[src/rtl/fill_pkg.sv]
package fill_pkg;

    localparam int NCH       = 2;
    localparam int SEL_START = 0;
    localparam int SEL_END   = 1;
    localparam int SEL_VALUE = 2;
    localparam int SEL_CTRL  = 3;
    localparam int CTRL_M24  = 16;
    localparam int CTRL_M32  = 17;
    localparam int CTRL_GO   = 24;

    typedef enum logic [1:0] {
        ST_IDLE,
        ST_FILL,
        ST_CLOSE
    } chan_state_t;

    // reduce a small byte offset to the pattern phase of the active mode
    function automatic logic [1:0] wrap_phase(input logic [2:0] x,
                                              input logic m24,
                                              input logic m32);
        logic [1:0] r;
        if (m24) begin
            if (x >= 3'd6)      r = 2'(x - 3'd6);
            else if (x >= 3'd3) r = 2'(x - 3'd3);
            else                r = x[1:0];
        end else if (m32) begin
            r = x[1:0];
        end else begin
            r = {1'b0, x[0]};
        end
        return r;
    endfunction

endpackage

[src/rtl/fill_arb.sv]
module fill_arb (
    input  logic       clk,
    input  logic       rst_n,
    input  logic [1:0] req,
    output logic [1:0] gnt
);

    logic last_id;

    always_comb begin
        unique case (req)
            2'b00:   gnt = 2'b00;
            2'b01:   gnt = 2'b01;
            2'b10:   gnt = 2'b10;
            default: gnt = last_id ? 2'b01 : 2'b10;
        endcase
    end

    always_ff @(posedge clk or negedge rst_n) begin
        if (!rst_n)      last_id <= 1'b1;
        else if (|gnt)   last_id <= gnt[1];
    end

endmodule

[src/rtl/fill_chan.sv]
module fill_chan
    import fill_pkg::*;
#(
    parameter int ADDR_W = 16
) (
    input  logic              clk,
    input  logic              rst_n,
    input  logic              wr_en,
    input  logic [1:0]        wr_sel,
    input  logic [31:0]       wr_data,
    input  logic              gnt,
    output logic              req,
    output logic              busy,
    output logic              finished,
    output logic              irq,
    output logic [ADDR_W-3:0] acc_word,
    output logic [3:0]        acc_be,
    output logic [31:0]       acc_data
);

    localparam int PW = ADDR_W + 1;

    chan_state_t       st, st_nx;
    logic [ADDR_W-1:0] r_start, r_end;
    logic [31:0]       r_val;
    logic              r_m24, r_m32;
    logic [PW-1:0]     ptr;
    logic [1:0]        ph;
    logic              r_real, r_fin;

    logic              cfg_ok, go_wr, skip;
    logic [1:0]        off;
    logic [PW-1:0]     wbase, lane_addr, nxt_ptr;
    logic [2:0]        lane_k, step;
    logic [1:0]        lane_p, nxt_ph;
    logic              last;

    assign cfg_ok = wr_en && (st == ST_IDLE);
    assign go_wr  = cfg_ok && (wr_sel == 2'(SEL_CTRL)) && wr_data[CTRL_GO];
    assign skip   = (r_start == '0) || (r_start >= r_end);

    // word access built from the byte pointer and pattern phase
    always_comb begin
        off      = ptr[1:0];
        wbase    = {ptr[PW-1:2], 2'b00};
        acc_be   = '0;
        acc_data = '0;
        lane_addr = '0;
        lane_k    = '0;
        lane_p    = '0;
        for (int l = 0; l < 4; l++) begin
            lane_addr = wbase + PW'(l);
            lane_k    = 3'(l) - {1'b0, off};
            lane_p    = wrap_phase({1'b0, ph} + lane_k, r_m24, r_m32);
            acc_be[l] = (2'(l) >= off) && (lane_addr < {1'b0, r_end});
            acc_data[8*l +: 8] = r_val[{lane_p, 3'b000} +: 8];
        end
        step     = 3'd4 - {1'b0, off};
        nxt_ph   = wrap_phase({1'b0, ph} + step, r_m24, r_m32);
        nxt_ptr  = wbase + PW'(4);
        last     = nxt_ptr >= {1'b0, r_end};
        acc_word = ptr[ADDR_W-1:2];
    end

    // next state
    always_comb begin
        st_nx = st;
        unique case (st)
            ST_IDLE:  if (go_wr)        st_nx = skip ? ST_CLOSE : ST_FILL;
            ST_FILL:  if (gnt && last)  st_nx = ST_CLOSE;
            ST_CLOSE:                   st_nx = ST_IDLE;
            default:                    st_nx = ST_IDLE;
        endcase
    end

    // state register
    always_ff @(posedge clk or negedge rst_n) begin
        if (!rst_n) st <= ST_IDLE;
        else        st <= st_nx;
    end

    // configuration and walk registers
    always_ff @(posedge clk or negedge rst_n) begin
        if (!rst_n) begin
            r_start <= '0;
            r_end   <= '0;
            r_val   <= '0;
            r_m24   <= 1'b0;
            r_m32   <= 1'b0;
            ptr     <= '0;
            ph      <= '0;
            r_real  <= 1'b0;
            r_fin   <= 1'b0;
        end else begin
            if (cfg_ok) begin
                unique case (wr_sel)
                    2'(SEL_START): r_start <= wr_data[ADDR_W-1:0];
                    2'(SEL_END):   r_end   <= wr_data[ADDR_W-1:0];
                    2'(SEL_VALUE): r_val   <= wr_data;
                    default: begin
                        r_m24 <= wr_data[CTRL_M24];
                        r_m32 <= wr_data[CTRL_M32];
                    end
                endcase
            end
            if (go_wr) begin
                ptr    <= {1'b0, r_start};
                ph     <= '0;
                r_real <= (r_start != '0);
                r_fin  <= 1'b0;
            end
            if ((st == ST_FILL) && gnt) begin
                ptr <= nxt_ptr;
                ph  <= nxt_ph;
            end
            if (st == ST_CLOSE) r_fin <= 1'b1;
        end
    end

    // outputs
    always_comb begin
        req      = (st == ST_FILL);
        busy     = (st != ST_IDLE);
        irq      = (st == ST_CLOSE) && r_real;
        finished = r_fin;
    end

endmodule

[src/rtl/fill_engine.sv]
module fill_engine
    import fill_pkg::*;
#(
    parameter int ADDR_W = 16
) (
    input  logic              clk,
    input  logic              rst_n,
    input  logic              cfg_we,
    input  logic              cfg_ch,
    input  logic [1:0]        cfg_sel,
    input  logic [31:0]       cfg_wdata,
    output logic              mem_we,
    output logic [ADDR_W-3:0] mem_addr,
    output logic [3:0]        mem_be,
    output logic [31:0]       mem_wdata,
    output logic [1:0]        irq,
    output logic [1:0]        busy,
    output logic [1:0]        finished
);

    localparam int WA_W = ADDR_W - 2;

    logic [NCH-1:0] req, gnt;
    logic [WA_W-1:0] acc_word [NCH];
    logic [3:0]      acc_be   [NCH];
    logic [31:0]     acc_data [NCH];
    logic            src;

    for (genvar g = 0; g < NCH; g++) begin : g_ch
        fill_chan #(.ADDR_W(ADDR_W)) u_chan (
            .clk      (clk),
            .rst_n    (rst_n),
            .wr_en    (cfg_we && (cfg_ch == 1'(g))),
            .wr_sel   (cfg_sel),
            .wr_data  (cfg_wdata),
            .gnt      (gnt[g]),
            .req      (req[g]),
            .busy     (busy[g]),
            .finished (finished[g]),
            .irq      (irq[g]),
            .acc_word (acc_word[g]),
            .acc_be   (acc_be[g]),
            .acc_data (acc_data[g])
        );
    end

    fill_arb u_arb (
        .clk   (clk),
        .rst_n (rst_n),
        .req   (req),
        .gnt   (gnt)
    );

    assign src = gnt[1];

    always_ff @(posedge clk or negedge rst_n) begin
        if (!rst_n) begin
            mem_we    <= 1'b0;
            mem_addr  <= '0;
            mem_be    <= '0;
            mem_wdata <= '0;
        end else begin
            mem_we    <= |gnt;
            mem_addr  <= acc_word[src];
            mem_be    <= (|gnt) ? acc_be[src] : 4'b0000;
            mem_wdata <= acc_data[src];
        end
    end

endmodule

[config.mk]
export PLATFORM = sky130hd
export DESIGN_NAME = fill_engine
export DESIGN_NICKNAME = d
export VERILOG_FILES = /design/src/rtl/fill_pkg.sv /design/src/rtl/fill_arb.sv /design/src/rtl/fill_chan.sv /design/src/rtl/fill_engine.sv
export SDC_FILE = /design/constraint.sdc
export NUM_CORES = 1
export LEC_CHECK = 0
export ABC_CLOCK_PERIOD_IN_PS = 7180
export BUFFER_PORTS_ARGS = -buffer_cell sky130_fd_sc_hd__buf_2
export CAP_MARGIN = 5
export CORE_UTILIZATION = 55
export DETAILED_ROUTE_END_ITERATION = 7
export GPL_ROUTABILITY_DRIVEN = 0
export GPL_TIMING_DRIVEN = 0
export PLACE_DENSITY = 0.77
export SLEW_MARGIN = 10
export SYNTH_ARGS = -nofsm -noshare
export SYNTH_HDL_FRONTEND = slang
export SYNTH_SLANG_ARGS = --single-unit
[constraint.sdc]
create_clock -name clk -period 7.18 [get_ports clk]
set_input_delay 0 -clock clk [delete_from_list [all_inputs] [get_ports clk]]
set_output_delay 0 -clock clk [all_outputs]
set_load 0.01 [all_outputs]
After elaboration in Yosys (flattened, before gate mapping)
Cells that the tools add are included.

Bits in registers: 230. Input port bits: 38. Output and inout bits: 57. Word-level logic and storage cells: 260.

Add/sub/neg operators: 48. Order comparisons: 41. Equal/unequal tests: 13. Shift operators: 8. Muxes and demuxes: 72. Bitwise gates (word level): 3. Reduce and logical (&&, ||, !) cells: 50.

Operator list (count): $shiftx 32x6->8 (8); $lt 17x16->1 (8); $mux 2 (51); $mux 32 (3); $add 17x2->17 const B (4); $mux 17 (4); $mux 14 (3); $sub 2x2->2 const B (20); $add 17x1->17 const B (2); $add 17x3->17 const B (2); $ge 17x16->1 (2); $ge 16x16->1 (2); $logic_not 16->1 (2); $reduce_bool 16->1 (2); $add 2x3->3 (10); $ge 3x2->1 const B (10); $ge 3x3->1 const B (10); $logic_and 1x1->1 (22); $reduce_and 2->1 (10); $mux 4 (4); $reduce_bool 2->1 (6); $sub 1x2->3 const A (4); $sub 2x2->3 const A (4); $eq 2x2->1 const B (5); 16 further kinds (37).

Depth between registers and ports, before layout
Gate-level depths: netlist (run 1).

Word-level depth: 10. Depth in mapped cells: 13. Mapped depth without buffers: 12.

Modules after synthesis
A second synthesis (run 1) with hierarchy kept.

Cells, all modules: 1395. Area total of the unflattened synthesis: 15512.4 um^2.

By module, submodules not included: fill_chan (g_ch[0].u_chan) (times used 1, cells an instance 642, area an instance 6697.7 um^2, seq. area each 2227.1 um^2); fill_chan (g_ch[1].u_chan) (times used 1, cells an instance 636, area an instance 6668.9 um^2, seq. area each 2227.1 um^2); fill_engine (times used 1, cells an instance 111, area an instance 2090.8 um^2, seq. area each 1276.2 um^2); fill_arb (times used 1, cells an instance 6, area an instance 55.1 um^2, seq. area each 26.3 um^2).

Worst setup path after synthesis (run 1)
OpenSTA, ideal clock, no wires.

Path type: register to register. Start point: register g_ch[1].u_chan.ptr[0]. End point: register mem_wdata[2]. Setup time: 0.127 ns. Data arrival time: 3.086 ns. Slack: 3.966 ns. Cell stages (with the launch flop): 13. Buffers on the path: 2. Period minus slack after synthesis: 3.214 ns. Path through: dfrtp_1 ha_1 fa_1 buf_4 inv_1 ha_1 and2b_1 mux2i_1 a211oi_4 buf_6 mux2i_1 o22ai_1 or2_2.

Longest elaborated chain between the ends: 10. Elaborated cells on any way between the ends: 14. Those cells by class: add/sub (4); order compare (2); shift (1); mux (7).

Ends and longest elaborated chain: start: declaration (line fill_chan.sv:27) `logic [PW-1:0] ptr;`; start signal: assignment (line fill_chan.sv:107) `ptr <= {1'b0, r_start};`; start signal: assignment (line fill_chan.sv:113) `ptr <= nxt_ptr;`; $sub 1x2->3 * (line fill_chan.sv:53) `lane_k = 3'(l) - {1'b0, off};`; $add 2x3->3 * (line fill_chan.sv:54) `lane_p = wrap_phase({1'b0, ph} + lane_k, r_m24, r_m32);`; $ge 3x2->1 / $sub 2x2->2 (equally long branches) (line fill_pkg.sv:25) `else if (x >= 3'd3) r = 2'(x - 3'd3);`; $mux 2 (line fill_pkg.sv:25); $mux 2 (line fill_pkg.sv:24) `if (x >= 3'd6) r = 2'(x - 3'd6);`; $mux 2 * (line fill_pkg.sv:23) `if (m24) begin`; $shiftx 32x6->8 * (line fill_chan.sv:56) `acc_data[8*l +: 8] = r_val[{lane_p, 3'b000} +: 8];`; $mux 32 (implied by the code) * (3 in series) (line fill_engine.sv:66) `mem_wdata <= acc_data[src];`; end signal: assignment (line fill_engine.sv:66); end: declaration (line fill_engine.sv:15) `output logic [31:0] mem_wdata,`.

Every way passes the cells marked *; elsewhere a longest branch is shown, timed or not. The select of a mux whose other input is x is not followed. A chain may end at the register's enable or synchronous reset.

Worst setup path in the final report (run 1)
Start point: register g_ch[0].u_chan.ptr[0]. End point: register mem_wdata[1].

Longest elaborated chain between the ends: 10. Elaborated cells on any way between the ends: 14. Those cells by class: add/sub (4); order compare (2); shift (1); mux (7).

Ends and longest elaborated chain (line): start: declaration (fill_chan.sv:27); start signal: assignment (fill_chan.sv:107); start signal: assignment (fill_chan.sv:113); $sub 1x2->3 * (fill_chan.sv:53); $add 2x3->3 * (fill_chan.sv:54); $ge 3x2->1 / $sub 2x2->2 (equally long branches) (fill_pkg.sv:25); $mux 2 (fill_pkg.sv:25); $mux 2 (fill_pkg.sv:24); $mux 2 * (fill_pkg.sv:23); $shiftx 32x6->8 * (fill_chan.sv:56); $mux 32 (implied by the code) * (3 in series) (fill_engine.sv:66).

Marked as above.

==> run summary, run 1 <==
status: finished, final reports clean
worst skew pair latency: 550 ps
CP peak stage delay: 650 ps
top cells by area, synth: dfrtp_1 38%, mux2_2 11%, ha_1 9.7%, mux2i_1 7.4%, nand2_1 2.9%
1st-pass router iterations: 6
Final min period: 3870 ps
HP Class: in2reg
#FFs+latches synth: 230
Layout area overhead: 14.5%
Cell Chain, Critical Path: ha_1, fa_1, buf_2, inv_1, ha_1, and2b_1, mux2i_1, a211oi_4, buf_6, mux2i_1, o22ai_1, or2_2
RR Endpoint: mem_wdata[1]
crit path max fanout: 10
Critical path origin: g_ch[0].u_chan.ptr[0]
simple-gate share of the synthesized area: 11.2%
clk sink count: 230
prevailing post-synth register cell: dfrtp_1
Reg2Reg Depth: 12
crit path DAT: 4290 ps
GRT Util Overall: 31.2%
crit path to: mem_wdata[1]
Routed Wire Length: 43.6 mm
Initial Utilization: 56.3%
CTS HTree Levels: 1
Fmax: 258 MHz
WL/cell: 21.4 µm
setup_tns: 0 ps
area leader, netlist: dfrtp_1
largest net degree at the start of global routing: 91
sequential fraction of the synthesis area: 37.7%
clock-pin slew of the registers on the worst-case setup and hold paths: 70 ps
Worst-Margin Slew: 967 ps
RSZ-0062 raised after global routing: false
Core Region: 27100 µm²
Post-synth EDFFs: 0
Max Root-Sink Buffers: 3
top-count cell post-synth: dfrtp_1
worst reg2reg startpoint: g_ch[0].u_chan.ptr[0]
main combinational cell family by area after synthesis: multiplexers
ANT nets after route: 0
Synth Net Count: 1642
DR vias/cell: 6.28
Final period util: 54.0%
Avg Cell Area, Syn: 10.3 µm²
Die Ht: 169 µm
Ys Warns: 0
Synth Area in XOR/XNOR: 1.88%
Crit Path Category: reg2reg
crit end category: register
post-synthesis compound-gate area fraction: 16.0%
area share of the largest cell type after synthesis: 37.5%
max_cap viols: 0
Post-DP HPWL: 32.9 mm
synthesized instance count: 1482
Startpoint Class: register
# rows: 60
Yosys cell types: 85
slowest CP cell: a211oi_4
# setup viols final: 0
DR iter-0 viols: 1268
top cells by count, synth: 229 x dfrtp_1, 144 x mux2_2, 118 x ha_1
global route overflow: 0
width of the chip: 169 µm
initial antenna violation count: 2
Post-Synth Adder-Cell Area: 10.2%
worst path required time: 7590 ps
async set or reset register ratio after synthesis: 100%
Max Slew Vio Count: 0
Die Footprint: 28400 µm²
Fin. Hold Viols: 0
Clock Skew: 14.9 ps
Final #Nets: 1800
Clock Tree Root: clkbuf_16
routed via count: 12800
vias in the first global route: 12600
Residual DRC: 0
mux contribution to synthesized area: 18.2%
Relative slew margins: 35.5%
CTS tree: done
CTS Buf Count: 26
mapped cell area: 15300 µm²
I/O pin count: 95
IO Port Bufs: 94
first-pass GRT wire length: 68.8 mm
R2R Setup Slk: 3310 ps
fraction of layout cells with a size suffix above 1: 21.1%
[worst min-delay path by stage]
stage,startpoint,endpoint,slack [ps],cells past startpoint
2_1_floorplan,rst_n,g_ch[0].u_chan.finished,-300,0
3_3_place_gp,cfg_wdata[22],g_ch[0].u_chan.r_val[22],250,2
3_5_place_dp,rst_n,g_ch[0].u_chan.ph[0],70,1
4_1_cts,cfg_sel[1],g_ch[0].u_chan.r_m24,20,3
5_1_grt,cfg_sel[0],g_ch[0].u_chan.r_val[1],60,4
6_report,cfg_sel[1],g_ch[0].u_chan.r_m24,50,3
[metal layers]
| layer | share of wire, % | vias up | track usage (%) |
|---|---|---|---|
| met5 | 0 | - | 0 |
| met4 | 4.0 | 0 | 13.7 |
| met3 | 7.2 | 116 | 4.33 |
| met2 | 48 | 569 | 52.6 |
| met1 | 41 | 6285 | 40.1 |
| li1 | - | 5794 | - |
[cell type report]
class	count	area [µm²]
Fill cell	2169	9620
Multi-Input combinational cell	1087	8780
Sequential cell	230	5760
Timing Repair Buffer	130	876
Clock buffer	32	723
Tap cell	372	465
Buffer	76	390
Inverter	89	334
Clock inverter	16	146
Antenna cell	2	5.00
[flip-flops by register name (all words and copies together), names as in the netlist]
register	cells
mem_wdata	32
g_ch.u_chan.ph	4
g_ch.u_chan.r_val	64
g_ch.u_chan.r_start	32
g_ch.u_chan.r_end	32
mem_we	1
u_arb.last_id	1
g_ch.u_chan.r_m32	2
mem_addr	14
g_ch.u_chan.finished	2
g_ch.u_chan.ptr	34
g_ch.u_chan.st	4
g_ch.u_chan.r_m24	2
mem_be	4
g_ch.u_chan.r_real	2
[through the flow]
step / std cells / setup WS (ps) / hold slack [ps] / utilization, % / cell area, µm²
final: 2034 / 3310 / 47.5 / 64.5 / 17500
after global routing: 2032 / 3190 / 60.0 / 64.5 / 17500
after CTS: 2032 / 3360 / 20.3 / 64.5 / 17500
after detailed placement: 1950 / 3380 / 69.1 / 60.0 / 16300
after global placement: 1948 / 2180 / 252 / 59.8 / 16200
after floorplan: 1482 / 3970 / -296 / - / 15300
[cell usage in the layout (no fill, tap or decap), types with 15 or more instances in the layout]
| cell | netlist | final |
|---|---|---|
| a211oi_1 | 21 | 21 |
| inv_1 | 89 | 89 |
| a221o_1 | 15 | 15 |
| o22a_1 | 17 | 17 |
| o22ai_1 | 28 | 28 |
| buf_2 | 14 | 107 |
| dfrtp_1 | 229 | 229 |
| nand2_1 | 116 | 116 |
| ha_1 | 118 | 118 |
| a21o_1 | 31 | 31 |
| nand3_1 | 26 | 26 |
| a21oi_1 | 43 | 43 |
| o221ai_1 | 19 | 19 |
| o21ai_0 | 65 | 65 |
| nor2b_1 | 20 | 20 |
| clkbuf_1 | 32 | 33 |
| nor2_1 | 48 | 48 |
| nand4_1 | 18 | 18 |
| dlygate4sd3_1 | 0 | 34 |
| mux2i_1 | 113 | 113 |
| mux2_2 | 144 | 144 |
| and3_1 | 21 | 21 |
| xnor2_1 | 16 | 16 |
| clkbuf_16 | 0 | 26 |
[worst max-delay path, delay by kind of cell, from the launching register on]
kind	cells	cell delay, ps
multiplexers	2	380
adder cells (fa/ha/maj)	3	1010
flip-flops	1	420
buffers and inverters	3	620
AND/OR/NAND/NOR	2	530
AO/OA/AOI/OAI	2	760
[repair_timing]
item	in CTS	in global routing
setup buffers	0	0
hold buffers	34	0
endpoints found under the hold margin	222	0
gates resized for setup	0	0
[kinds of logic after synthesis]
logic type,count (synthesis)
buf+inv,165
compound gates,338
xor+xnor,31
mux,259
fa+ha+maj,122
simple gates,337
flops,230
Power of run 1 is left out: the tool's default activity adds up to more than one toggle a clock period on the data nets, which glitch-free logic cannot reach.
==> run 2: changes to the inputs <==
ABC_CLOCK_PERIOD_IN_PS = 3790   (was 7180)
clock period = 3.79 ns   (was 7.18 ns; I/O delays follow)
==> run summary, run 2 (synthesized netlist as in run 1, its figures left out) <==
setup_tns: 0 ps (unchanged)
crit path DAT: 4050 ps (-240 ps)
Setup WS pre-CTS: -13.6 ps (-3390 ps)
CTS Buf Count: 26 (unchanged)
I/O pin count: 95 (unchanged)
worst reg2reg startpoint: g_ch[1].u_chan.ptr[0]
GR Util met3: 4.33% (unchanged)
fraction of layout cells with a size suffix above 1: 21.6% (+0.50 points)
GRT Max-Usage Layer: met2
Final period util: 96.0% (+42 points)
biggest regs: g_ch.u_chan.r_val (64), g_ch.u_chan.ptr (34)
setup ws final: 152 ps (-3150 ps)
Largest register FFs: 64 (unchanged)
DR vias/cell: 6.27 (about the same)
IO Port Bufs: 94 (unchanged)
# setup viols final: 0 (unchanged)
GRT Util Overall: 31.2% (about the same)
Clock Tree Root: clkbuf_16
Fmax: 275 MHz (+6.5%)
Startpoint Class: register
area of the multi-input gates: 8790 µm² (about the same)
Fin. Hold Viols: 0 (unchanged)
1st-pass router iterations: 7 (+1)
ANT nets after route: 0 (unchanged)
Hold WS: 50.3 ps (+2.81 ps)
Die Footprint: 28400 µm² (unchanged)
worst path required time: 4200 ps (-3390 ps)
first-pass GRT wire length: 68.8 mm (about the same)
Core Region: 27100 µm² (unchanged)
# fillers: 2157 (-0.55%)
Max Root-Sink Buffers: 3 (unchanged)
Worst-Margin Slew: 942 ps (-24.7 ps)
clock-pin slew of the registers on the worst-case setup and hold paths: 70 ps (about the same)
Relative slew margins: 37.2% (+1.6 points)
largest net degree at the start of global routing: 91 (unchanged)
Post-DP HPWL: 32.9 mm (unchanged)
crit path max fanout: 10 (unchanged)
CTS tree: done
Routed Wire Length: 43.8 mm (+0.58%)
M1 GR Usage: 40.1% (unchanged)
most frequent cells in the layout: 229 x dfrtp_1, 144 x mux2_2, 118 x ha_1, 116 x nand2_1, 112 x mux2i_1
Initial Utilization: 56.3% (unchanged)
HP Class: in2reg
Final min period: 3640 ps (-236 ps)
global route overflow: 0 (unchanged)
Die Ht: 169 µm (unchanged)
# rows: 60 (unchanged)
Residual DRC: 0 (unchanged)
largest reg by FF count: g_ch.u_chan.r_val
DR iter-0 viols: 1252 (-1.3%)
met2 Usage GRT: 52.7% (+0.054 points)
routed via count: 12800 (+0.31%)
initial antenna violation count: 2 (unchanged)
hold path start: cfg_sel[1]
WL/cell: 21.5 µm (+0.19%)
CTS HTree Levels: 1 (unchanged)
Critical path origin: g_ch[1].u_chan.ptr[0]
Crit Path Category: reg2reg
width of the chip: 169 µm (unchanged)
commonest non-fill, non-tap cell in the layout: dfrtp_1
RSZ-0062 raised after global routing: false
vias in the first global route: 12600 (-0.11%)
FF/Latch Area: 5760 µm² (unchanged)
crit end category: register
clk sink count: 230 (unchanged)
status: finished, final reports clean
max_cap viols: 0 (unchanged)
Clock Skew: 18.0 ps (+3.05 ps)
Layout area overhead: 15.0%
worst skew pair latency: 550 ps (about the same)
Max Slew Vio Count: 0 (unchanged)
Final #Nets: 1808 (+0.44%)
run 2: changes by cell type in the layout (fill, tap and decap cells not counted), sizes merged:
cell  before  now
buf      139  147
run 2: timing repair:
action | in CTS | in global routing
gates cloned | 0 | 0
pin swaps | 2 | 2
hold buffers | 34 | 0
endpoints found under the hold margin | 222 | 0
endpoints found under the setup margin | 2 | 15
setup buffers | 1 | 7
resized for setup | 0 | 3
run 2: worst paths after layout:
kind / endpoint / slack, ps / cells past startpoint
setup reg to reg: mem_wdata[1] / 150 / 13
hold reg to reg: g_ch[1].u_chan.r_real / 470 / 2
setup / recovery: mem_wdata[1] / 150 / 13
hold / removal: g_ch[0].u_chan.r_m24 / 50 / 3
min in group asynchronous: g_ch[0].u_chan.r_end[1] / 80 / 2
max in group asynchronous: g_ch[1].u_chan.r_val[12] / 2560 / 4
run 2: critical path, stage by stage, from the launching register on:
cell	delay, ps
dfrtp_1	450
ha_1	240
fa_1	570
buf_4	190
inv_1	100
ha_1	260
or3b_1	400
a21oi_1	250
a211oi_4	60
buf_4	180
buf_6	170
mux2i_1	190
o22ai_1	100
or2_2	330
run 2: area by class of cell:
class	instances	share of cell area (%)
plain buffers	76	2.23
clock inverters	16	0.834
repair buffers	138	5.40
flip-flops and latches	230	32.8
multi-input cells	1087	50.0
clock buffers	32	4.12
diodes	2	0.0285
inverters	89	1.90
well taps	372	2.65
run 2: metal layers:
| layer | vias up | routed length, µm |
|---|---|---|
| li1 | 5819 | - |
| met1 | 6281 | 18200 |
| met2 | 589 | 20800 |
| met3 | 115 | 3010 |
| met4 | 0 | 1830 |
| met5 | - | 0 |
run 2: per-stage QoR:
step / utilization [%] / instances / area [µm²]
floorplan: - / 1482 / 15300
global placement: 59.8 / 1948 / 16200
detailed placement: 60.0 / 1950 / 16300
CTS: 64.5 / 2033 / 17500
global route: 64.8 / 2040 / 17600
finish: 64.8 / 2042 / 17600
Power of run 2 is left out for the same reason.
==> run 3: changes to the inputs <==
CELL_PAD_IN_SITES_DETAIL_PLACEMENT = 0   (was not set)
CELL_PAD_IN_SITES_GLOBAL_PLACEMENT = 2   (was not set)
CORE_UTILIZATION = 41   (was 55)
PLACE_DENSITY = 0.85   (was 0.77)
SLEW_MARGIN = not set   (was 10)
==> run summary, run 3 (synthesized netlist as in run 1, its figures left out) <==
Max Slew Vio Count: 0 (unchanged)
crit end category: register
Most Frequent Cell on Critical Path: ha_1
status: finished, final reports clean
Reg2Reg Depth: 13 (unchanged)
crit path max fanout: 10 (unchanged)
Core Region: 36600 µm² (+35%)
CTS Buf Count: 27 (+3.8%)
Relative slew margins: 30.7% (-6.4 points)
Max Root-Sink Buffers: 3 (unchanged)
Inst Count DP: 2046 (+4.9%)
fraction of layout cells with a size suffix above 1: 21.6% (about the same)
DR iter-0 viols: 980 (-22%)
Crit Path Category: reg2reg
CP peak stage delay: 530 ps (-40 ps)
initial antenna violation count: 1 (-1)
Residual DRC: 0 (unchanged)
clk sink count: 230 (unchanged)
Final period util: 94.7% (-1.3 points)
DR vias/cell: 5.80 (-7.5%)
Clock Skew: 30.8 ps (+12.8 ps)
CTS HTree Levels: 1 (unchanged)
largest net degree at the start of global routing: 98 (+7.7%)
Fin. Hold Viols: 0 (unchanged)
1st-pass router iterations: 6 (-1)
Cell Chain, Critical Path: ha_1, fa_1, buf_2, inv_1, ha_1, or3b_1, a21oi_1, a211oi_4, buf_12, buf_6, mux2i_1, o22ai_1, or2_2
Layout area overhead: 16.7%
HP Class: in2reg
Initial Utilization: 41.7% (-15 points)
# setup viols final: 0 (unchanged)
GRT Util Overall: 25.5% (-5.7 points)
crit path DAT: 4010 ps (-40 ps)
WL/cell: 22.7 µm (+5.7%)
most frequent cells in the layout: 229 x dfrtp_1, 144 x mux2_2, 118 x ha_1, 116 x nand2_1, 112 x mux2i_1
I/O pin count: 95 (unchanged)
RR Endpoint: mem_wdata[1]
routed via count: 12400 (-2.9%)
Final min period: 3590 ps (-50.1 ps)
commonest non-fill, non-tap cell in the layout: dfrtp_1
Fmax: 279 MHz (+1.4%)
biggest regs: g_ch.u_chan.r_val (64), g_ch.u_chan.ptr (34)
vias in the first global route: 12300 (-1.7%)
Routed Wire Length: 48.6 mm (+11%)
Critical path origin: g_ch[0].u_chan.ptr[0]
width of the chip: 195 µm (+16%)
slowest CP cell: fa_1
ANT nets after route: 0 (unchanged)
Die Ht: 195 µm (+16%)
Largest register FFs: 64 (unchanged)
Hold WS: 48.8 ps (-1.47 ps)
global route overflow: 0 (unchanged)
R2R Setup Slk: 200 ps (+50 ps)
worst path required time: 4210 ps (about the same)
first-pass GRT wire length: 74.0 mm (+7.5%)
Core Util, Final: 48.7% (-16 points)
CTS tree: done
max_cap viols: 0 (unchanged)
Final #Nets: 1813 (+0.28%)
largest reg by FF count: g_ch.u_chan.r_val
worst skew pair latency: 570 ps (+20 ps)
Die Footprint: 38000 µm² (+34%)
crit path to: mem_wdata[1]
RSZ-0062 raised after global routing: false
Clock Tree Root: clkbuf_16
post-route insts no fill: 2143 (+4.9%)
clock-pin slew of the registers on the worst-case setup and hold paths: 60 ps (about the same)
IO Port Bufs: 94 (unchanged)
# rows: 70 (+17%)
Startpoint Class: register
worst reg2reg startpoint: g_ch[0].u_chan.ptr[0]
Worst-Margin Slew: 1040 ps (+96.6 ps)
Post-DP HPWL: 37.1 mm (+13%)
[run 3: layout make-up]
cell class / count / area, µm²
fillers: 3459 / 18800
clock inverters: 13 / 174
diodes: 2 / 5.00
clock buffers: 36 / 759
multi-input cells: 1087 / 8790
flip-flops and latches: 230 / 5760
plain buffers: 76 / 392
well taps: 468 / 586
inverters: 89 / 334
repair buffers: 142 / 1020
[run 3: what timing repair did]
action                                  4_1_cts  5_1_grt
buffers inserted                              2        7
pin swaps                                     1        2
endpoints found under the setup margin        4       16
hold buffers                                 37        0
hold endpoints to repair                    284        0
gates resized for setup                       0        4
[run 3: worst min-delay path by stage]
stage	start	endpoint	slack [ps]	depth (start not counted)
5_1_grt	cfg_ch	g_ch[0].u_chan.r_val[0]	70	4
3_5_place_dp	rst_n	mem_wdata[0]	-40	1
4_1_cts	cfg_ch	g_ch[0].u_chan.r_val[0]	30	4
2_1_floorplan	rst_n	g_ch[0].u_chan.finished	-300	0
6_report	cfg_ch	g_ch[0].u_chan.r_val[0]	50	4
3_3_place_gp	cfg_wdata[26]	g_ch[1].u_chan.r_val[26]	250	2
[run 3: per-layer routing]
layer	share of wire, %	up-vias	GRT usage, %
met4	2.6	2	7.09
met2	47	377	42.7
li1	-	5822	-
met1	45	6164	34.2
met3	5.2	70	3.85
met5	0.027	-	0
[run 3: stage by stage]
stage	TNS, ps	instance area [µm²]	setup slack, ps
after CTS	0	17700	22.3
final	0	17800	202
after detailed placement	-87.0	16400	-33.7
after global placement	-312660	16300	-1400
after global routing	0	17800	33.9
after floorplan	0	15300	576
[run 3: worst max-delay path, delay by kind of cell (launching register included)]
family	cells	cell delay, ps
AOI/OAI and AO/OA	3	470
adders and majority gates	3	1010
buffers and inverters	4	670
DFF	1	420
muxes	1	150
and+or+nand+nor	2	700
Power of run 3 is left out for the same reason.
